## src/rtl/fslice_pkg.sv

```systemverilog
package fslice_pkg;
  localparam int unsigned GEN_COUNT = 4;
  localparam int unsigned TABLE_INPUTS = 6;
  typedef enum logic [1:0] {GEN_A = 2'd0, GEN_B = 2'd1, GEN_C = 2'd2, GEN_D = 2'd3} gen_pos_e;
endpackage

```

## src/rtl/frac_lut.sv

```systemverilog
module frac_lut #(
  parameter int unsigned K = 6,
  localparam int unsigned WORD_W = 1 << K
) (
  input  logic [WORD_W-1:0] word_i,
  input  logic [K-1:0]      sel_i,
  output logic              full_o,
  output logic              half_o
);
  logic [WORD_W/2-1:0] low_half;

  assign low_half = word_i[WORD_W/2-1:0];
  assign full_o   = word_i[sel_i];
  assign half_o   = low_half[sel_i[K-2:0]];
endmodule

```

## src/rtl/fslice_wide_mux.sv

```systemverilog
module fslice_wide_mux #(
  parameter int unsigned N = 4,
  localparam int unsigned PAIRS = N / 2
) (
  input  logic [N-1:0]     full_i,
  input  logic [N-1:0]     byp_i,
  output logic [PAIRS-1:0] m7_o,
  output logic             m8_o
);
  for (genvar p = 0; p < PAIRS; p++) begin : g_pair
    assign m7_o[p] = byp_i[2*p] ? full_i[2*p+1] : full_i[2*p];
  end

  assign m8_o = byp_i[1] ? m7_o[1] : m7_o[0];
endmodule

```

## src/rtl/frac_slice_fgen.sv

```systemverilog
module frac_slice_fgen #(
  parameter int unsigned NGEN = fslice_pkg::GEN_COUNT,
  parameter int unsigned K    = fslice_pkg::TABLE_INPUTS,
  localparam int unsigned WORD_W = 1 << K,
  localparam int unsigned PAIRS  = NGEN / 2
) (
  input  logic                   clk,
  input  logic                   rst,
  input  logic [NGEN*K-1:0]      addr_i,
  input  logic [NGEN-1:0]        byp_i,
  input  logic [NGEN*WORD_W-1:0] cfg_i,
  output logic [NGEN-1:0]        o6_q,
  output logic [NGEN-1:0]        o5_q,
  output logic [PAIRS-1:0]       mux7_q,
  output logic                   mux8_q
);
  logic [NGEN-1:0]  full_c;
  logic [NGEN-1:0]  half_c;
  logic [PAIRS-1:0] m7_c;
  logic             m8_c;

  for (genvar g = 0; g < NGEN; g++) begin : g_gen
    frac_lut #(.K(K)) u_lut (
      .word_i (cfg_i[g*WORD_W +: WORD_W]),
      .sel_i  (addr_i[g*K +: K]),
      .full_o (full_c[g]),
      .half_o (half_c[g])
    );
  end

  fslice_wide_mux #(.N(NGEN)) u_wide (
    .full_i (full_c),
    .byp_i  (byp_i),
    .m7_o   (m7_c),
    .m8_o   (m8_c)
  );

  always_ff @(posedge clk) begin
    if (rst) begin
      o6_q   <= '0;
      o5_q   <= '0;
      mux7_q <= '0;
      mux8_q <= 1'b0;
    end else begin
      o6_q   <= full_c;
      o5_q   <= half_c;
      mux7_q <= m7_c;
      mux8_q <= m8_c;
    end
  end
endmodule

```

## config.mk

```make
export PLATFORM = sky130hd
export DESIGN_NAME = frac_slice_fgen
export DESIGN_NICKNAME = d
export VERILOG_FILES = /design/src/rtl/fslice_pkg.sv /design/src/rtl/frac_lut.sv /design/src/rtl/fslice_wide_mux.sv /design/src/rtl/frac_slice_fgen.sv
export SDC_FILE = /design/constraint.sdc
export NUM_CORES = 1
export LEC_CHECK = 0
export BUFFER_PORTS_ARGS = -buffer_cell sky130_fd_sc_hd__buf_2
export CORE_AREA = 2 2 114 116
export DETAILED_ROUTE_END_ITERATION = 7
export DIE_AREA = 0 0 116 118
export PLACE_DENSITY = 0.54
export SLEW_MARGIN = 20
export SYNTH_ARGS = -nofsm -noshare
export SYNTH_HDL_FRONTEND = slang
export SYNTH_SLANG_ARGS = --single-unit
```

## constraint.sdc

```tcl
create_clock -name clk -period 3 [get_ports clk]
set_input_delay 0.6 -clock clk [delete_from_list [all_inputs] [get_ports clk]]
set_output_delay 0.6 -clock clk [all_outputs]
set_load 0.02 [all_outputs]
```

# After elaboration in Yosys (flattened, before gate mapping)
# Cells that the tools add are included.
classes:
  order_cmp: 8
  muxes: 19
op_table:
  columns: ["op", "n"]
  rows:
  - ["6-bit by 7-bit less-than comparator with 1-bit output, second input constant", 4]
  - ["1-bit binary-select mux with 6-bit select", 4]
  - ["5-bit by 6-bit less-than comparator with 1-bit output, second input constant", 4]
  - ["1-bit binary-select mux with 5-bit select", 4]
  - ["1-bit 2-to-1 mux", 11]
totals:
  ff_bits: 11
  input_bits: 286
  output_inout_bits: 11
  wordCells: 31

# Logic depth before layout (Yosys ltp)
logic_depth:
  word_depth: 4
  ltp_mapped: 9
  mapped_depth_nobuf: 7

# By module
# From an unflattened synthesis, not the netlist that was laid out.
hier_totals:
  cells_unflattened: 254
  hier_area_um2: 2736.4
by_module_without_submodules:
  columns: ["module", "instances", "cells_each", "area_per_inst_um2", "seq_area_each_um2"]
  rows:
  - ["frac_lut", 4, 57, 589.3, 0.0]
  - ["frac_slice_fgen", 1, 23, 337.8, 220.2]
  - ["fslice_wide_mux", 1, 3, 41.3, 0.0]

# Least setup slack after synthesis
# OpenSTA, ideal clock, no wires.
synth_path:
  path_kind: "input to register"
  start: "in addr_i[1]"
  end: "reg mux8_q"
  setup_time_ns: 0.121
  t_arrival_ns: 2.391
  required_time_ns: 2.879
  setup_slack_ns: 0.488
  stages: 8
  path_buffers: 1
  path_cell_list: "buf_6 > mux4_2 > o2111ai_2 > nand2_2 > nor4_4 > o22ai_2 > mux2_4 > mux2_2"
synth_via:
  elab_chain_len: 4
synth_lines:
  columns: ["item", "line_no", "rtl"]
  rows:
  - ["start: declaration", "frac_slice_fgen.sv:9", "input logic [NGEN*K-1:0] addr_i,"]
  - ["1-bit binary-select mux with 6-bit select", "frac_lut.sv:13", "assign full_o = word_i[sel_i];"]
  - ["1-bit 2-to-1 mux (not written as such)", "frac_lut.sv:13", null]
  - ["1-bit 2-to-1 mux", "fslice_wide_mux.sv:11", "assign m7_o[p] = byp_i[2*p] ? full_i[2*p+1] : full_i[2*p];"]
  - ["1-bit 2-to-1 mux", "fslice_wide_mux.sv:14", "assign m8_o = byp_i[1] ? m7_o[1] : m7_o[0];"]
  - ["end signal: assignment", "frac_slice_fgen.sv:48", "mux8_q <= m8_c;"]
  - ["end: declaration", "frac_slice_fgen.sv:15", "output logic mux8_q"]
# Every way passes these cells. The select of a mux whose other input is x is not followed.
# A chain may end at the register's enable or synchronous reset.

# Worst setup path in the final report
# Ends and elaborated chain as after synthesis.

==> results.txt <==
* RSZ-0062 raised after global routing: no
- Of the available clock period, the critical path in the final layout requires 0.849.
* FMAX: 393 MHz
* GRT Total Usage: 0.151
- Antenna violations before repair: 0
* Min Tclk post-route: 2550 ps
* Ys Warns: 0
- The number of placed instances, taps included, is 692.
- The run finished with clean final reports.
- The cell family contributing the most delay on the critical path is multiplexers.
- Maximum net fanout on the critical path: 10
* Final Hold Fails: 0
- Dividing the synthesized area by the synthesized cell count gives 10.8 µm².
- Once detailed placement completed, the half-perimeter wirelength came to 9850 µm.
- The share of total power dissipated in the clock network is 0.250.
* Static leakage: 0.00210 µW
* Path category of the worst min-delay check: input port to flop
- Sum of routed wire segments on met1: 4210 µm
- Of the total power, combinational logic draws 0.579.
* Worst-Margin Slew: 590 ps
- Post-layout net count: 811
- In the routed design, unresolved DRC markers number 0.
- Number of cell rows: 41
- Of the synthesized area, sequential elements account for 0.0829.
- For this block, the initial DRC count from the detailed router was 118.
- Cell type of the slowest stage on the worst timing path: mux4_2
* Place WS: 165 ps
- Final Worst Setup Slack: 453 ps
- Layout filler cell count: 1,318
* Starting Density: 0.214
* Average via count per standard cell: 4.79
- Counting along the longest clock path gives a buffer depth of 2.
- Final WL: 10,900 µm
* Arrival time reported for the critical path endpoint: 2670 ps
- After floorplanning, the core was sized to cover 12,400 µm².
* Final estimated routing congestion in global placement: 0.810
- The analysis attributes to net switching a power of 305 µW.
- Highest metal used: met4
* Biggest cell delay along the critical path: 520 ps
* Accumulated negative setup slack: 0 ps
- Of the cells placed in the final design, the portion with a size suffix greater than 1 is 0.695.
* Count of mapped cells out of synthesis: 246
- In this run the number of H-tree levels came out at 1.
- Pin placement for this block handled 297 I/O pins.
- Clock tree from TritonCTS: built
- The first global-routing pass estimated 16,900 µm of wire.
* Number of standard cells in the layout, taps in and fillers out: 696
- At the worst endpoint, the required time is 3120 ps.
* Total area of sequential cells: 220 µm²
- Number of buffers added on ports: 295
- WP buf/inv: 2
* Antenna cells: 0
* Pwr Total: 975 µW
* Total congestion overflow after global routing: 0
- The area growth from synthesis to layout is 63.0%.
- Sum of met3 wire segment lengths after detailed routing: 860 µm
* Largest net degree at the start of global routing: 20
- Post-synthesis cell type count: 50
- For this block, the via count after detailed routing is 3,331.
- Count of endpoints failing setup in the final report: 0
- Measured against its own limit, the worst slew margin works out to 0.597.
* # resized after CTS: 0
- The pre-antenna-repair detailed-routing pass consisted of 4 iterations.
- Average wire length per cell after detail routing: 15.7 µm
* Startpoint kind of the worst setup timing path: input port
- The count of nets left with antenna violations once routing finished came out at 0.
- Final core utilization: 0.349
- The number of slew-limit violations in the final report came to 0.
- Synthesis inferred 11 register bits.
- Buffers added to address setup during post-CTS repair amount to 0.
- Syn Std Cell Area: 2660 µm²
- After detailed routing, the met2 layer carries 5780 µm of wire.
* Number of nets in the synthesized netlist: 532
- The floorplan step set the die width to 116 µm.
* Power share of the sequential group: 0.171
* Pwr/cell area: 225 nW/µm²
* Switching share of total power: 0.313
- The tree is rooted in a clkbuf_16.
* Max-cap check violation count: 0
- Cells traversed along the worst timing path: buf_2, buf_4, mux4_2, a22oi_1, nand3_1, a21oi_1, o22ai_2, mux2_4, mux2_2
- In this run, CTS created clock tree buffers numbering 3.
- Category of the critical setup timing path: input port to flop
- Hold Buf Count CTS: 0
- Chip Height: 118 µm
- Number of enable-type register cells in the synthesized netlist: 0
- Maximum VDD drop: 0.151 mV
* Number of global-route vias before repair: 3,555
- The internal power of the cells totals 670 µW.
* Clock Sink Count: 11
- Post-CTS clock slew at the launch and capture registers of the worst setup and hold paths: 40 ps
- The die covers 13,700 µm².
- Proportion of register bits with asynchronous set or reset after synthesis: 0
- STA classifies the critical path endpoint as a flop.
* Ys flop type: dfxtp_1
- In the final layout, the multi-input gates occupy 2260 µm².
-- cells in the mapped netlist, drive strengths merged (7+ instances only) --
cell,instances,area (µm²)
dfxtp,11,220
nand2,11,43.8
nor2b,17,106
mux2,7,82.6
buf,19,119
a22oi,8,60.1
clkbuf,7,26.3
o21ai,7,35.0
inv,8,30.0
mux4,52,1190
mux2i,22,220
nor2,17,63.8
-- cell type report --
cell class / instances / area share
Multi-Input combinational cell: 201 / 0.522
Timing Repair Buffer: 300 / 0.352
Sequential cell: 11 / 0.0508
Tap cell: 172 / 0.0497
Clock buffer: 4 / 0.0182
Inverter: 8 / 0.00693
-- routing by layer --
| layer | up-vias | GRT usage |
|---|---|---|
| li1 | 1582 | - |
| met1 | 1573 | 0.175 |
| met2 | 166 | 0.293 |
| met3 | 10 | 0.0278 |
| met4 | 0 | 0.0141 |
| met5 | - | 0 |
-- stage by stage --
step | area, µm² | hold WS [ps]
global route | 4330 | 605
detailed placement | 4250 | 848
global placement | 4250 | 844
CTS | 4330 | 606
finish | 4330 | 610
floorplan | 2660 | 741
-- cells in the final DEF (no fill, tap or decap), types with 2 or more instances in the layout --
master and instances:
mux2_2 6, mux4_1 4, a311oi_1 2, nand2_1 10, dfxtp_1 11, a2111oi_0 4, nor4_1 2, buf_2 295
nor2_1 17, a21oi_1 3, o2111ai_1 3, mux4_2 48, a31oi_1 3, nor2b_1 17, o211ai_1 2, o41ai_1 2
a22oi_1 8, nand3_1 6, o32ai_1 2, clkbuf_16 3, o2bb2ai_1 2, o21ai_0 7, nand2b_1 5, inv_1 8
mux2i_1 22, a211oi_1 3, buf_4 4, nor3_1 3
-- state kept, by name (all words and copies together) (netlist names) --
register  flops
o5_q          4
o6_q          4
mux7_q        2
mux8_q        1
-- kinds of logic after synthesis --
group                  Yosys count  share of synthesized area
DFF                             11                     0.0829
AOI/OAI and AO/OA               53                      0.156
buffers and inverters           34                     0.0659
and+or+nand+nor                 67                      0.135
muxes                           81                      0.560
-- final timing paths --
check | startpoint | end | slack, ps | cells after the start
max | addr_i[1] | mux8_q | 450 | 9
min | byp_i[1] | mux8_q | 610 | 2
-- power by group through the flow --
stage	Sequential (µW)	Combinational [µW]	Clock (µW)
floorplan	192	297	0
global placement	170	559	0
detailed placement	170	570	0
CTS	167	572	255
global route	169	619	265
finish	167	565	243
Note: power is estimated with default switching activity, not from simulation.
